===== config.mk =====
export PLATFORM = sky130hd
export DESIGN_NAME = esb_load_ctrl
export DESIGN_NICKNAME = d
export VERILOG_FILES = /design/src/rtl/esb_pkg.sv /design/src/rtl/esb_addr_decode.sv /design/src/rtl/esb_desc_table.sv /design/src/rtl/esb_trigger_unit.sv /design/src/rtl/esb_load_ctrl.sv
export SDC_FILE = /design/constraint.sdc
export NUM_CORES = 1
export LEC_CHECK = 0
export ABC_CLOCK_PERIOD_IN_PS = 3400
export BUFFER_PORTS_ARGS = -buffer_cell sky130_fd_sc_hd__buf_4
export CORE_MARGIN = 10
export CORE_UTILIZATION = 40
export CTS_CLUSTER_SIZE = 28
export DETAILED_ROUTE_END_ITERATION = 8
export HOLD_SLACK_MARGIN = 0.03
export PLACE_DENSITY = 0.68
export SLEW_MARGIN = 15
export SYNTH_ARGS = -nofsm -noshare
export SYNTH_HDL_FRONTEND = slang
export SYNTH_SLANG_ARGS = --single-unit

===== constraint.sdc =====
create_clock -name clk_i -period 3.4 [get_ports clk_i]
set_input_delay 0.34 -clock clk_i [delete_from_list [all_inputs] [get_ports clk_i]]
set_output_delay 0.34 -clock clk_i [all_outputs]
set_load 0.005 [all_outputs]

===== src/rtl/esb_pkg.sv =====
package esb_pkg;
  typedef logic [1:0] pq_t;  // [1]=P, [0]=Q

  localparam pq_t PQ_RESET = 2'b00;

  typedef enum logic [1:0] {
    OP_EOI = 2'd0,
    OP_GET = 2'd1,
    OP_SET = 2'd2
  } esb_op_e;

  function automatic pq_t pq_trig_next(pq_t s);
    case (s)
      2'b00:   return 2'b10;
      2'b01:   return 2'b01;
      default: return 2'b11;
    endcase
  endfunction

  function automatic logic pq_trig_notify(pq_t s);
    return (s == 2'b00);
  endfunction

  function automatic pq_t pq_eoi_next(pq_t s);
    return s[0] ? 2'b10 : 2'b00;
  endfunction
endpackage


===== src/rtl/esb_addr_decode.sv =====
module esb_addr_decode
  import esb_pkg::*;
#(
  parameter int PAGE_SHIFT = 12,
  parameter int NUM_DESC   = 6,
  parameter int IDX_W      = 3,
  parameter int ADDR_W     = 16
) (
  input  logic [ADDR_W-1:0] addr_i,
  output logic [IDX_W-1:0]  idx_o,
  output logic              in_range_o,
  output logic              sel_esc_o,
  output esb_op_e           op_o,
  output pq_t               set_val_o
);
  logic [11:0] offs;

  assign offs       = addr_i[11:0];
  assign idx_o      = addr_i[ADDR_W-1 -: IDX_W];
  assign sel_esc_o  = addr_i[PAGE_SHIFT];
  assign in_range_o = (int'(idx_o) < NUM_DESC);
  assign set_val_o  = offs[9:8];

  always_comb begin
    if (!offs[11])      op_o = OP_EOI;
    else if (!offs[10]) op_o = OP_GET;
    else                op_o = OP_SET;
  end
endmodule


===== src/rtl/esb_desc_table.sv =====
module esb_desc_table
  import esb_pkg::*;
#(
  parameter int NUM_DESC = 6,
  parameter int IDX_W    = 3
) (
  input  logic                     clk_i,
  input  logic                     rst_ni,
  input  logic                     mmio_we_i,
  input  logic [IDX_W-1:0]         mmio_idx_i,
  input  logic                     mmio_esc_i,
  input  pq_t                      mmio_val_i,
  input  logic                     trig_we_i,
  input  logic [IDX_W-1:0]         trig_idx_i,
  input  pq_t                      trig_val_i,
  output logic [NUM_DESC-1:0][1:0] pq_n_o,
  output logic [NUM_DESC-1:0][1:0] pq_e_o
);
  for (genvar i = 0; i < NUM_DESC; i++) begin : g_ent
    logic hit_m, hit_t;
    assign hit_m = mmio_we_i && (int'(mmio_idx_i) == i);
    assign hit_t = trig_we_i && (int'(trig_idx_i) == i);

    always_ff @(posedge clk_i or negedge rst_ni) begin
      if (!rst_ni) begin
        pq_n_o[i] <= PQ_RESET;
        pq_e_o[i] <= PQ_RESET;
      end else begin
        // trigger value already folds in a same-cycle load
        if (hit_t)                   pq_n_o[i] <= trig_val_i;
        else if (hit_m && !mmio_esc_i) pq_n_o[i] <= mmio_val_i;
        if (hit_m && mmio_esc_i)     pq_e_o[i] <= mmio_val_i;
      end
    end
  end
endmodule


===== src/rtl/esb_trigger_unit.sv =====
module esb_trigger_unit
  import esb_pkg::*;
#(
  parameter int NUM_DESC = 6,
  parameter int IDX_W    = 3
) (
  input  logic                trig_valid_i,
  input  logic [IDX_W-1:0]    trig_idx_i,
  input  logic [NUM_DESC-1:0] desc_valid_i,
  input  logic [NUM_DESC-1:0] ucond_i,
  input  pq_t                 pq_cur_i,
  output logic                we_o,
  output pq_t                 val_o,
  output logic                notify_o
);
  logic ok, uc;

  always_comb begin
    ok = 1'b0;
    uc = 1'b0;
    for (int i = 0; i < NUM_DESC; i++) begin
      if (int'(trig_idx_i) == i) begin
        ok = trig_valid_i && desc_valid_i[i];
        uc = ucond_i[i];
      end
    end
    val_o    = pq_trig_next(pq_cur_i);
    we_o     = ok && !uc && (val_o != pq_cur_i);
    notify_o = ok && (uc || pq_trig_notify(pq_cur_i));
  end
endmodule


===== src/rtl/esb_load_ctrl.sv =====
module esb_load_ctrl
  import esb_pkg::*;
#(
  parameter int NUM_DESC   = 6,
  parameter int PAGE_SHIFT = 12,
  localparam int IDX_W     = (NUM_DESC > 1) ? $clog2(NUM_DESC) : 1,
  localparam int ADDR_W    = PAGE_SHIFT + 1 + IDX_W
) (
  input  logic                clk_i,
  input  logic                rst_ni,
  input  logic [NUM_DESC-1:0] desc_valid_i,
  input  logic [NUM_DESC-1:0] ucond_i,
  input  logic                req_valid_i,
  input  logic                req_write_i,
  input  logic [ADDR_W-1:0]   req_addr_i,
  input  logic [3:0]          req_size_i,
  output logic                rsp_valid_o,
  output logic                rsp_err_o,
  output logic [63:0]         rsp_data_o,
  input  logic                trig_valid_i,
  input  logic [IDX_W-1:0]    trig_idx_i,
  output logic                notify_o,
  output logic [IDX_W-1:0]    notify_idx_o
);
  logic [IDX_W-1:0]         dec_idx;
  logic                     dec_in_range, dec_esc;
  esb_op_e                  dec_op;
  pq_t                      dec_set;
  logic [NUM_DESC-1:0][1:0] pq_n_w, pq_e_w;

  esb_addr_decode #(
    .PAGE_SHIFT(PAGE_SHIFT), .NUM_DESC(NUM_DESC), .IDX_W(IDX_W), .ADDR_W(ADDR_W)
  ) u_dec (
    .addr_i(req_addr_i), .idx_o(dec_idx), .in_range_o(dec_in_range),
    .sel_esc_o(dec_esc), .op_o(dec_op), .set_val_o(dec_set)
  );

  logic  acc_load, hit, mmio_we;
  pq_t   cur, nxt;
  logic [63:0] ret;

  always_comb begin
    acc_load = req_valid_i && !req_write_i && (req_size_i == 4'd8);
    hit      = 1'b0;
    cur      = PQ_RESET;
    for (int i = 0; i < NUM_DESC; i++) begin
      if (int'(dec_idx) == i) begin
        hit = acc_load && desc_valid_i[i];
        cur = dec_esc ? pq_e_w[i] : pq_n_w[i];
      end
    end
    nxt = cur;
    ret = '0;
    case (dec_op)
      OP_EOI: begin nxt = pq_eoi_next(cur); ret[0] = cur[0]; end
      OP_GET: ret[1:0] = cur;
      default: begin nxt = dec_set; ret[1:0] = cur; end
    endcase
    mmio_we = hit && (nxt != cur);  // write back only on change
  end

  // notification field seen by the trigger, after any same-cycle load
  pq_t   trig_cur;
  logic  trig_we, trig_ntf;
  pq_t   trig_val;

  always_comb begin
    trig_cur = PQ_RESET;
    for (int i = 0; i < NUM_DESC; i++)
      if (int'(trig_idx_i) == i) trig_cur = pq_n_w[i];
    if (mmio_we && !dec_esc && (dec_idx == trig_idx_i)) trig_cur = nxt;
  end

  esb_trigger_unit #(.NUM_DESC(NUM_DESC), .IDX_W(IDX_W)) u_trig (
    .trig_valid_i(trig_valid_i), .trig_idx_i(trig_idx_i),
    .desc_valid_i(desc_valid_i), .ucond_i(ucond_i), .pq_cur_i(trig_cur),
    .we_o(trig_we), .val_o(trig_val), .notify_o(trig_ntf)
  );

  esb_desc_table #(.NUM_DESC(NUM_DESC), .IDX_W(IDX_W)) u_tab (
    .clk_i(clk_i), .rst_ni(rst_ni),
    .mmio_we_i(mmio_we), .mmio_idx_i(dec_idx), .mmio_esc_i(dec_esc),
    .mmio_val_i(nxt),
    .trig_we_i(trig_we), .trig_idx_i(trig_idx_i), .trig_val_i(trig_val),
    .pq_n_o(pq_n_w), .pq_e_o(pq_e_w)
  );

  always_ff @(posedge clk_i or negedge rst_ni) begin
    if (!rst_ni) begin
      rsp_valid_o  <= 1'b0;
      rsp_err_o    <= 1'b0;
      rsp_data_o   <= '0;
      notify_o     <= 1'b0;
      notify_idx_o <= '0;
    end else begin
      rsp_valid_o  <= req_valid_i;
      notify_o     <= trig_ntf;
      notify_idx_o <= trig_idx_i;
      if (req_valid_i) begin
        if (req_write_i) begin
          rsp_err_o  <= 1'b1;
          rsp_data_o <= '0;
        end else if (!acc_load) begin
          rsp_err_o  <= 1'b1;
          rsp_data_o <= '1;
        end else begin
          rsp_err_o  <= 1'b0;
          rsp_data_o <= hit ? ret : '1;
        end
      end
    end
  end

  a_r2_rsp_follows_req: assert property (@(posedge clk_i) disable iff (!rst_ni)
    req_valid_i |=> rsp_valid_o);
  a_r2_no_rsp_idle: assert property (@(posedge clk_i) disable iff (!rst_ni)
    !req_valid_i |=> !rsp_valid_o);
  a_r6_store_no_change: assert property (@(posedge clk_i) disable iff (!rst_ni)
    (req_valid_i && req_write_i && !trig_valid_i)
      |=> (rsp_err_o && $stable(pq_n_w) && $stable(pq_e_w)));
  a_r8_miss_all_ones: assert property (@(posedge clk_i) disable iff (!rst_ni)
    (acc_load && !dec_in_range) |=> (rsp_data_o == '1 && !rsp_err_o));
  a_r9_notify_sets_p: assert property (@(posedge clk_i) disable iff (!rst_ni)
    (notify_o && !$past(trig_valid_i && ucond_i[trig_idx_i]))
      |-> pq_n_w[notify_idx_o][1]);
  a_r3_small_return: assert property (@(posedge clk_i) disable iff (!rst_ni)
    (rsp_valid_o && !rsp_err_o && rsp_data_o != '1) |-> (rsp_data_o[63:2] == '0));
endmodule


==> reports/metrics.yaml <==
drc: 0
synthesis.nets: 315
die_h_um: 102.1
rsz0062_at_grt: "false"
antenna_found_initial: 0
tightest_slew_ps: 854.6
core_area_sq_mm: 0.006459
synth_top_cell_area_share_pct: 30.65
fp.dieW_um: 102.1
final_antenna_net_count: 0
n_antenna_cell: 0
reg2reg_setup_slack_ps: 660
place.gp.congestion: 0.8607
cap_violations: 0
crit_fanout: 9
synthAdderAreaFrac_pct: 0
grt_pass1_wl_mm: 10.46
cts_setup_buffers: 0
required_ps: 3580
clockBufferDepth: 2
finalNonFillerCells: 393
switching_share_pct: 28.37
cts_buffers: 5
period_share_pct: 80.55
post_drt_wl_per_cell_um: 17.26
power_density_mw_per_mm2: 400.2
p_leak_nw: 1.544
setup_tns_ps: 0
viasPerCell: 5.201
startpoint_type: "flop"
grt_max_degree: 64
end_kind: "flop"
clock.fmax_mhz: 365.1
ff_latch_area_sq_um: 827.0
multiInputGateArea_sq_mm: 0.001306
vdd_drop_max_mv: 0.2841
status: "complete, no violations"
synth_mux_area_share_pct: 20.30
cts_root_buf: "clkbuf_8"
p_switching_w: 0.0003594
synthFlopType: "dfrtp_1"
synth_simple_gate_area_share_pct: 13.84
path_class: "reg2reg"
hold_path.class: "in2reg"
netlist_area_sq_mm: 0.002694
cts_resized: 0
synth_top_family_by_area: "buffers and inverters"
setup_viol: 0
syn2layout_area_growth_pct: 17.51
htreeDepth: 2
synth.area.top_cells: "dfrtp_1 (31%), buf_4 (18%), mux2i_1 (8.9%)"
grtUsageTotal_pct: 12.44
slew_headroom_pct: 43.03
ioPinCount: 110
vias: 2044
rows: 29
dpl.hpwl_mm: 5.344
yosys.area.top_type: "dfrtp_1"
synth_compound_area_share_pct: 13.38
hold_viol_final: 0
synth_area_per_cell_sq_um: 9.796
synth_xor_area_share_pct: 0.9754
ys_ff_latch: 33
postSynth.asyncResetShare_pct: 100.0
cts_tree: "built"
yosysWarnings: 0
port_buffers: 101
dieArea_sq_mm: 0.01042
maxSlewViolCount: 0
power_frac_comb_pct: 26.7
p_seq_share_pct: 37.7
firstDrtPassIters: 5
synthCells: 275
gr-total-overflow: 0
clk_pin_slew_worst_paths_ps: 70
finalClockSkew_ps: 7.486
final_layout_size_suffix_gt1_share_pct: 47.47
first_iter_violations: 122
ys_seq_area_share_pct: 30.65
placed_cells: 384
min_period_ps: 2739
start_util_pct: 41.71
hold_buffers: 1
clock-sinks: 33
internal_power_w: 0.0009074
grt_pass1_vias: 2050
drt-total-wl_mm: 6.782
ys_types: 50
arrival_ps: 2910
p_clk_share_pct: 35.6
clock_latency_ps: 300
final_nets: 355
synth_edf_count: 0
fillers: 580
[final timing paths]
check	depth (start not counted)	startpoint	endpoint
hold reg to reg	1	rsp_err_o	rsp_err_o
max in group asynchronous	2	rst_ni	rsp_data_o[62]
setup / recovery	8	u_tab.pq_n_o[0]	u_tab.pq_e_o[9]
setup reg to reg	8	u_tab.pq_n_o[0]	u_tab.pq_e_o[9]
min in group asynchronous	2	rst_ni	notify_idx_o[1]
hold / removal	1	req_valid_i	rsp_valid_o
[layer usage]
layer	global-route usage [%]	part of all wire, %	up-vias
li1	-	-	992
met1	13.85	40	952
met2	20.74	44	95
met3	6.005	15	5
met4	3.579	1.0	0
met5	0	0	-
[cell usage after synthesis, types with 2 or more instances]
cell type / instances
dfrtp_1: 33
or2_2: 4
mux4_2: 4
a21oi_1: 5
nand3b_1: 2
nor2_1: 21
a31oi_1: 2
mux2_2: 18
o211ai_1: 2
o22ai_1: 5
nand2_1: 6
mux2i_1: 24
inv_1: 5
and2_1: 3
xor2_1: 3
and3_1: 2
buf_6: 4
buf_4: 64
o21a_1: 4
nand3_1: 2
o21ai_0: 22
nand2b_1: 6
o31ai_1: 6
nor2b_1: 2
[sequential cells by signal, summed over array words and instances, names as in the netlist]
register      flops
u_tab.pq_e_o     12
u_tab.pq_n_o     12
notify_idx_o      3
rsp_data_o        3
notify_o          1
rsp_err_o         1
rsp_valid_o       1
[worst max-delay path: stages, from the launching register on]
cell	delay, ps
dfrtp_1	410
mux2_2	270
o21a_1	160
o21ai_0	310
a21oi_1	110
nand4b_2	340
o211ai_1	550
nor2_1	150
mux2_2	310
[kinds of logic after synthesis]
| family | count (synthesis) |
|---|---|
| AND/OR/NAND/NOR | 62 |
| buffers and inverters | 76 |
| flip-flops | 33 |
| multiplexers | 47 |
| XOR/XNOR | 3 |
| AO/OA/AOI/OAI | 54 |
[cells in the final DEF (no fill, tap or decap), types with 2 or more instances in the layout]
cell type and instances:
a21oi_1 5, a31oi_1 2, and2_1 3, and3_1 2, buf_4 103, bufinv_16 2, clkbuf_8 5, dfrtp_1 32
inv_1 5, mux2_2 18, mux2i_1 24, mux4_2 4, nand2_1 6, nand2b_1 6, nand3_1 2, nand3b_1 2
nor2_1 21, nor2b_1 2, o211ai_1 2, o21a_1 4, o21ai_0 22, o22ai_1 5, o31ai_1 6, or2_2 4
xor2_1 3
[power by group through the flow]
stage / Clock (W) / Combinational (W) / Sequential (W)
floorplan: 0 / 0.000251 / 0.000468
global placement: 0 / 0.000336 / 0.000481
detailed placement: 0 / 0.000342 / 0.000484
CTS: 0.000458 / 0.000343 / 0.000477
global route: 0.000473 / 0.000375 / 0.000482
finish: 0.000451 / 0.000338 / 0.000477
[cell type report]
type                            count  share of cell area (%)
Sequential cell                    33                   26.13
Tap cell                           77                   3.043
Clock inverter                      3                   2.055
Timing Repair Buffer              104                   24.74
Inverter                            5                  0.5929
Multi-Input combinational cell    166                   41.26
Clock buffer                        5                   2.174
[stage by stage]
step	worst slack [ps]	instance area, sq um	hold WS, ps	util, %	power, W
global route	466.0	3166	206.7	49.01	0.001331
floorplan	878.1	2694	44.41	-	0.0007194
global placement	440.6	3022	308.5	46.78	0.0008175
finish	661.3	3166	204.7	49.01	0.001267
detailed placement	408.7	3022	316.2	46.78	0.0008257
CTS	654.8	3166	203.2	49.01	0.001278
No activity file was read; power rests on OpenSTA's default activity.
